[config.mk]
export PLATFORM = sky130hd
export DESIGN_NAME = sd_irq_status
export DESIGN_NICKNAME = d
export VERILOG_FILES = /design/src/rtl/sd_irq_pkg.sv /design/src/rtl/sd_irq_edge.sv /design/src/rtl/sd_irq_word.sv /design/src/rtl/sd_irq_mask.sv /design/src/rtl/sd_irq_status.sv
export SDC_FILE = /design/constraint.sdc
export NUM_CORES = 1
export LEC_CHECK = 0
export BUFFER_PORTS_ARGS = -buffer_cell sky130_fd_sc_hd__buf_2
export CORE_ASPECT_RATIO = 0.8
export CORE_UTILIZATION = 55
export DETAILED_ROUTE_END_ITERATION = 10
export PLACE_DENSITY = 0.91
export SLEW_MARGIN = 20
export SYNTH_ARGS = -nofsm -noshare
export SYNTH_HDL_FRONTEND = slang
export SYNTH_SLANG_ARGS = --single-unit
[constraint.sdc]
create_clock -name clk -period 3.45 [get_ports clk]
set_clock_uncertainty 0.1 [all_clocks]
set_input_delay 0.5175 -clock clk [delete_from_list [all_inputs] [get_ports clk]]
set_output_delay 0.5175 -clock clk [all_outputs]
set_load 0.05 [all_outputs]
[src/rtl/sd_irq_pkg.sv]
package sd_irq_pkg;
  localparam int STAT_W = 16;
  localparam int ERR_N  = 8;
  localparam int ERR_LO = ERR_N - 1;
  localparam int LVL_N  = 3;

  // word A bit positions
  localparam int A_RSP    = 0;
  localparam int A_XFER   = 2;
  localparam int A_REMOVE = 3;
  localparam int A_INSERT = 4;
  localparam int A_CD     = 5;
  // word B bit positions
  localparam int B_DAT0   = 7;
  localparam int B_RBUF   = 8;
  localparam int B_WBUF   = 9;
  localparam int B_BUSY   = 14;
  localparam int B_ILA    = 15;

  localparam logic [STAT_W-1:0] A_LATCH = 16'h001D;
  localparam logic [STAT_W-1:0] B_LATCH = 16'h837F;

  // edge detector lane order
  localparam int LN_RBUF = 0;
  localparam int LN_WBUF = 1;
  localparam int LN_CD   = 2;

  typedef enum logic [1:0] {
    SEL_STAT_A = 2'd0,
    SEL_STAT_B = 2'd1,
    SEL_MASK_A = 2'd2,
    SEL_MASK_B = 2'd3
  } reg_sel_e;
endpackage

[src/rtl/sd_irq_edge.sv]
module sd_irq_edge #(
  parameter int N = 3
) (
  input  logic         clk,
  input  logic         rst_n,
  input  logic [N-1:0] lvl,
  output logic [N-1:0] chg
);
  logic [N-1:0] prev_q, prev_d;
  logic         primed_q, primed_d;

  always_comb begin
    prev_d   = lvl;
    primed_d = 1'b1;
  end

  always_ff @(posedge clk or negedge rst_n) begin
    if (!rst_n) begin
      prev_q   <= '0;
      primed_q <= 1'b0;
    end else begin
      prev_q   <= prev_d;
      primed_q <= primed_d;
    end
  end

  assign chg = {N{primed_q}} & (lvl ^ prev_q);
endmodule

[src/rtl/sd_irq_word.sv]
module sd_irq_word #(
  parameter int               W     = 16,
  parameter logic [W-1:0]     LATCH = '0
) (
  input  logic         clk,
  input  logic         rst_n,
  input  logic [W-1:0] set,
  input  logic         clr_we,
  input  logic [W-1:0] clr_data,
  output logic [W-1:0] flags
);
  logic [W-1:0] flags_q, flags_d;
  logic         upd_en;

  always_comb begin
    flags_d = flags_q;
    if (clr_we)
      flags_d = flags_d & clr_data;
    flags_d = (flags_d | set) & LATCH;
  end

  assign upd_en = clr_we | (|(set & LATCH));

  always_ff @(posedge clk or negedge rst_n) begin
    if (!rst_n)
      flags_q <= '0;
    else if (upd_en)
      flags_q <= flags_d;
  end

  assign flags = flags_q;
endmodule

[src/rtl/sd_irq_mask.sv]
module sd_irq_mask #(
  parameter int W = 16
) (
  input  logic         clk,
  input  logic         rst_n,
  input  logic         we,
  input  logic [W-1:0] wdata,
  output logic [W-1:0] mask
);
  logic [W-1:0] mask_q, mask_d;

  always_comb mask_d = wdata;

  always_ff @(posedge clk or negedge rst_n) begin
    if (!rst_n)
      mask_q <= '1;
    else if (we)
      mask_q <= mask_d;
  end

  assign mask = mask_q;
endmodule

[src/rtl/sd_irq_status.sv]
module sd_irq_status
  import sd_irq_pkg::*;
(
  input  logic                clk,
  input  logic                rst_n,
  input  logic                reg_we,
  input  logic [1:0]          reg_addr,
  input  logic [STAT_W-1:0]   reg_wdata,
  output logic [STAT_W-1:0]   reg_rdata,
  input  logic                ev_rsp_done,
  input  logic                ev_xfer_done,
  input  logic [ERR_N-1:0]    ev_err,
  input  logic                rbuf_avail,
  input  logic                wbuf_empty,
  input  logic                card_det,
  input  logic                cmd_busy,
  input  logic                dat0_lvl,
  output logic                irq
);
  logic [1:0]        rsync_q;
  logic              rst_sync_n;
  logic [LVL_N-1:0]  lvl, chg;
  logic [STAT_W-1:0] set_a, set_b, st_a, st_b, mk_a, mk_b;
  logic              we_sa, we_sb, we_ma, we_mb;
  logic              irq_q, irq_d;
  reg_sel_e          sel;

  // reset: asserted asynchronously, released after two edges
  always_ff @(posedge clk or negedge rst_n) begin
    if (!rst_n)
      rsync_q <= '0;
    else
      rsync_q <= {rsync_q[0], 1'b1};
  end
  assign rst_sync_n = rsync_q[1];

  assign sel   = reg_sel_e'(reg_addr);
  assign we_sa = reg_we && (sel == SEL_STAT_A);
  assign we_sb = reg_we && (sel == SEL_STAT_B);
  assign we_ma = reg_we && (sel == SEL_MASK_A);
  assign we_mb = reg_we && (sel == SEL_MASK_B);

  always_comb begin
    lvl          = '0;
    lvl[LN_RBUF] = rbuf_avail;
    lvl[LN_WBUF] = wbuf_empty;
    lvl[LN_CD]   = card_det;
  end

  sd_irq_edge #(.N(LVL_N)) u_edge (
    .clk(clk), .rst_n(rst_sync_n), .lvl(lvl), .chg(chg)
  );

  always_comb begin
    set_a           = '0;
    set_a[A_RSP]    = ev_rsp_done;
    set_a[A_XFER]   = ev_xfer_done;
    set_a[A_INSERT] = chg[LN_CD] & card_det;
    set_a[A_REMOVE] = chg[LN_CD] & ~card_det;
  end

  always_comb begin
    set_b = '0;
    for (int i = 0; i < ERR_LO; i++)
      set_b[i] = ev_err[i];
    set_b[B_ILA]  = ev_err[ERR_N-1];
    set_b[B_RBUF] = chg[LN_RBUF] & rbuf_avail;
    set_b[B_WBUF] = chg[LN_WBUF] & wbuf_empty;
  end

  sd_irq_word #(.W(STAT_W), .LATCH(A_LATCH)) u_word_a (
    .clk(clk), .rst_n(rst_sync_n), .set(set_a),
    .clr_we(we_sa), .clr_data(reg_wdata), .flags(st_a)
  );

  sd_irq_word #(.W(STAT_W), .LATCH(B_LATCH)) u_word_b (
    .clk(clk), .rst_n(rst_sync_n), .set(set_b),
    .clr_we(we_sb), .clr_data(reg_wdata), .flags(st_b)
  );

  sd_irq_mask #(.W(STAT_W)) u_mask_a (
    .clk(clk), .rst_n(rst_sync_n), .we(we_ma), .wdata(reg_wdata), .mask(mk_a)
  );

  sd_irq_mask #(.W(STAT_W)) u_mask_b (
    .clk(clk), .rst_n(rst_sync_n), .we(we_mb), .wdata(reg_wdata), .mask(mk_b)
  );

  always_comb begin
    unique case (sel)
      SEL_STAT_A: begin
        reg_rdata       = st_a;
        reg_rdata[A_CD] = card_det;
      end
      SEL_STAT_B: begin
        reg_rdata         = st_b;
        reg_rdata[B_DAT0] = dat0_lvl;
        reg_rdata[B_BUSY] = cmd_busy;
      end
      SEL_MASK_A: reg_rdata = mk_a;
      default:    reg_rdata = mk_b;
    endcase
  end

  always_comb irq_d = (|(st_a & ~mk_a)) | (|(st_b & ~mk_b));

  always_ff @(posedge clk or negedge rst_sync_n) begin
    if (!rst_sync_n)
      irq_q <= 1'b0;
    else
      irq_q <= irq_d;
  end

  assign irq = irq_q;
endmodule

; ---- Word level (Yosys, flattened, before mapping)
; Cells that the tools add are included.
[word_totals]
input_bits = 36
regBits = 53
latch_bits = 0
romBits = 0
mem_bits_rw = 0
out_inout_bits = 17
elab_cells = 41
n_memories = 0
[op_classes]
magnitude_cmp = 0
addsub = 0
n_div = 0
eq_ne = 3
bitwise = 18
n_shift = 0
multipliers = 0
mux = 3
n_reduce_logical = 9
[op_table]
columns = cell, count
row1 = $pmux 16 s3, 1
row2 = $and 16x16->16, 2
row3 = $not 16->16, 2
row4 = $reduce_or 16->1, 2
row5 = $and 5x16->16, 1
row6 = $mux 16, 1
row7 = $or 16x16->16, 1
row8 = $reduce_or 10->1, 1
row9 = $and 5x5->5, 1
row10 = $mux 5, 1
row11 = $or 5x5->5, 1
row12 = $and 1x1->1, 4
row13 = $eq 2x2->1 const B, 2
row14 = $logic_and 1x1->1, 4
row15 = $reduce_or 4->1, 1
row16 = $and 3x3->3, 1
row17 = $or 1x1->1, 3
row18 = $xor 3x3->3, 1
row19 = $eq 2x1->1 const B, 1
row20 = $logic_not 2->1, 1
row21 = $not 1->1, 1

; ---- Depth between registers and ports, before layout
[depth]
word_depth = 5
ltp_mapped = 5

; ---- Hierarchy
; From an unflattened synthesis, not the netlist that was laid out.
[unflattened]
cells_unflattened = 228
hier_area_um2 = 2955.3
[by_module_without_submodules]
columns = mod, instances, seq_area_each_um2, cells_each, area_each_um2
row1 = sd_irq_mask, 2, 420.4, 34, 669.4
row2 = sd_irq_status, 1, 75.1, 87, 782.0
row3 = sd_irq_word (u_word_b), 1, 250.2, 37, 436.7
row4 = sd_irq_word (u_word_a), 1, 100.1, 25, 249.0
row5 = sd_irq_edge, 1, 100.1, 11, 148.9

; ---- Worst setup path before layout
; Ideal clock, no wire load.
[synth_timing]
path_kind = input port to output port
start = in reg_addr[1]
end = out reg_rdata[10]
path_buffers = 3
stages = 4
arrival_ps = 1725
slack_ps = 1107
cell_sequence = buf_4 -> buf_4 -> buf_2 -> nor2b_1
[synth_via]
elab_chain_len = 2
elab_cells_between_ends = 4
classes_between = eq/ne: 2 / mux: 1 / reduce/logical: 1
[synth_lines]
columns = item, line_no
row1 = "start, declared", sd_irq_status.sv:7  ; input logic [1:0] reg_addr,
row2 = "$eq 2x2->1, or another cell as far along", sd_irq_status.sv:90  ; unique case (sel)
row3 = $pmux 16 s3 (*), sd_irq_status.sv:90
row4 = "end, declared", sd_irq_status.sv:9  ; output logic [STAT_W-1:0] reg_rdata,
; Every way passes the cells marked *; elsewhere a longest branch is shown, timed or not.

; ---- Worst setup path in the final report
[layout_timing]
start = in reg_addr[1]
end = out reg_rdata[8]
; Same word-level chain as after synthesis.

==> impl_metrics.json <==
{
  "row_count": 21,
  "place_hpwl_mm": 3.55,
  "drt.antenna.violating_nets": 0,
  "hp-class": "in2reg",
  "vias_per_cell": 5.47,
  "grt_pass1_vias": 1704,
  "overflow": 0,
  "antenna_found_initial": 0,
  "critPathKind": "in2out",
  "hold_viol_final": 0,
  "synth-seq-cells": 53,
  "min_period_over_period_pct": 76.7,
  "drv_cap": 0,
  "relSlewSlack_pct": 59.0,
  "drt-pass1-iter-count": 4,
  "worstHoldStart": "wbuf_empty",
  "die_h_um": 62.5,
  "power_density_nw_per_um2": 558,
  "diodes": 0,
  "synth_cells": 186,
  "die_w_um": 77.6,
  "io_pins": 53,
  "drt-wirelength-per-cell_um": 17.0,
  "gp_congestion": 0.805,
  "crit_required_ns": 2.83,
  "setup_viol": 0,
  "nFillCells": 295,
  "drt_iter0_drc": 115,
  "drive_above_1_share_pct": 55.8,
  "portBuffers": 52,
  "post_cts_buffers": 0,
  "cts_root_buf": "clkbuf_8",
  "area_growth_pct": 16.2,
  "htreeDepth": 2,
  "drt_wl_total_mm": 5.06,
  "yosysWarnings": 0,
  "leakage_nw": 1.37,
  "peakVddDrop_uv": 302,
  "total_power_w": 0.00163,
  "seq_area_frac_synth_pct": 54.3,
  "power_switching_w": 0.000465,
  "clock_latency_ns": 0.30,
  "intPower_w": 0.00117,
  "cts-buffers-inserted": 5,
  "die-area_um2": 4850,
  "grt_max_degree": 52,
  "reg2reg_from": "u_mask_b.mask[5]$_DFFE_PN1P_",
  "syn_area_per_cell_um2": 13.5,
  "start_util_pct": 58.8,
  "num-nets-final": 275,
  "period_needed_ns": 2.65,
  "track_usage_pct": 22.6,
  "tritoncts": "done",
  "comb_power_share_pct": 22.4,
  "rsz0062_at_grt": "no",
  "tns_ns": 0,
  "fmax_mhz": 378,
  "cts_sinks": 53,
  "path_max_fanout": 26,
  "tightest_slew_ns": 0.616,
  "grt_pass1_wl_mm": 8.31,
  "clk_pin_slew_worst_paths_ns": 0.09,
  "vias": 1626,
  "setup.worst_path.start": "reg_addr[1]",
  "power_switching_share_pct": 28.5,
  "end_kind": "output pin",
  "slew_violations": 0,
  "seq_power_share_pct": 51.0,
  "core_um2": 4280,
  "synth_cell_types": 26,
  "power_frac_clock_pct": 26.6,
  "syn_area_um2": 2520,
  "clk_path_buf_depth": 2,
  "arrival_ns": 2.03,
  "outcome": "finished clean",
  "critPathLaunchType": "input port",
  "drc": 0
}
-- critical path, cell delays in order --
cell and delay (ns):
buf_2 0.43, nor2b_1 0.57, a22o_1 0.24, buf_2 0.27
-- placed cells by master (no fill, tap or decap), types with 2 or more instances in the layout --
cell,netlist,layout
mux4_2,5,5
o21ai_0,15,15
nand2_1,9,9
o22ai_1,5,5
clkbuf_8,0,6
a221oi_1,2,2
a22o_1,7,7
buf_2,2,52
dfrtp_1,21,20
nor2b_1,5,5
dfstp_2,32,32
mux2_4,20,20
inv_1,14,14
nand2b_1,10,10
mux2i_1,4,4
conb_1,1,2
nand3b_1,3,3
mux2_2,14,14
o21ai_1,6,6
-- area by class of cell --
type / instances / area [um^2] / share of cell area [%]
inverter: 14 / 52.6 / 1.80
tap: 57 / 71.3 / 2.44
timing repair buffer: 53 / 270 / 9.24
clock buffer: 6 / 82.6 / 2.82
sequential: 53 / 1370 / 46.9
multi-input combinational: 112 / 1040 / 35.6
clock inverter: 2 / 37.5 / 1.28
-- synthesized netlist by cell type --
cell type	n	share of area [%]
a221oi_1	2	0.70
a22o_1	7	2.4
buf_2	2	0.40
buf_4	2	0.60
buf_6	3	1.3
clkbuf_1	1	0.15
conb_1	1	0.15
dfrtp_1	21	21
dfstp_2	32	33
inv_1	14	2.1
mux2_2	14	6.3
mux2_4	20	12
mux2i_1	4	1.6
mux4_2	5	4.5
nand2_1	9	1.3
nand2b_1	10	2.5
nand3_1	1	0.20
nand3_4	1	0.70
nand3b_1	3	0.89
nand3b_4	1	0.80
nor2b_1	5	1.2
nor3_1	1	0.20
o21ai_0	15	3.0
o21ai_1	6	1.2
o22ai_1	5	1.2
or3b_1	1	0.35
-- per-layer routing --
layer | up-vias | global-route usage, % | routed length [um]
met3 | 5 | 4.96 | 247
met1 | 807 | 29.6 | 2220
met2 | 51 | 37.8 | 2550
li1 | 763 | - | -
met5 | - | 0 | 0
met4 | 0 | 6.84 | 46
-- final timing paths --
path,slack (ns),to,depth (start not counted)
worst max-delay path,0.80,reg_rdata[8],4
worst min-delay path,0.24,u_edge.prev_q[1]$_DFF_PN0_,1
worst max register to register,2.12,irq$_DFF_PN0_,3
worst min register to register,0.26,u_word_b.flags[2]$_DFFE_PN0P_,0
max in group asynchronous,2.59,u_word_b.flags[4]$_DFFE_PN0P_,0
min in group asynchronous,0.26,u_word_b.flags[2]$_DFFE_PN0P_,0
-- sequential cells by signal (all words and copies together) (netlist names) --
name	cells
rsync_q	2
u_edge.primed_q	1
irq	1
u_edge.prev_q	3
u_word_a.flags	4
u_mask_a.mask	16
u_mask_b.mask	16
u_word_b.flags	10
-- power by group through the flow --
| stage | Combinational [W] | Clock, W | Sequential [W] |
|---|---|---|---|
| after floorplan | 0.000297 | 0 | 0.000814 |
| after global placement | 0.000356 | 0 | 0.000831 |
| after detailed placement | 0.000366 | 0 | 0.000841 |
| after CTS | 0.000368 | 0.000444 | 0.000831 |
| after global routing | 0.000389 | 0.000467 | 0.000846 |
| final | 0.000366 | 0.000434 | 0.000832 |
-- repair_timing --
action	in CTS	in global routing
hold buffers	1	0
resized for setup	0	0
endpoints found under the hold margin	2	0
-- cells by family (layout without fill, tap and decap cells) --
kind of cell	count (synthesis)	in the layout	synth area share, %
AOI/OAI and AO/OA	35	35	8.55
buffers and inverters	22	75	4.57
DFF	53	53	54.3
muxes	43	43	24.3
other	1	2	0.149
and+or+nand+nor	32	32	8.20
-- per-stage QoR --
| step | cell area [um^2] | std cells | util [%] | setup slack (ns) | hold slack [ns] |
|---|---|---|---|---|---|
| final | 2920 | 297 | 68.3 | 0.804 | 0.235 |
| after detailed placement | 2790 | 288 | 65.2 | 0.779 | 0.204 |
| after CTS | 2920 | 297 | 68.2 | 0.779 | 0.230 |
| after global placement | 2790 | 288 | 65.2 | 0.901 | 0.202 |
| after global routing | 2920 | 297 | 68.3 | 0.633 | 0.224 |
| after floorplan | 2520 | 187 | - | 1.11 | 0.122 |
Power figures use the tool's default switching activity.
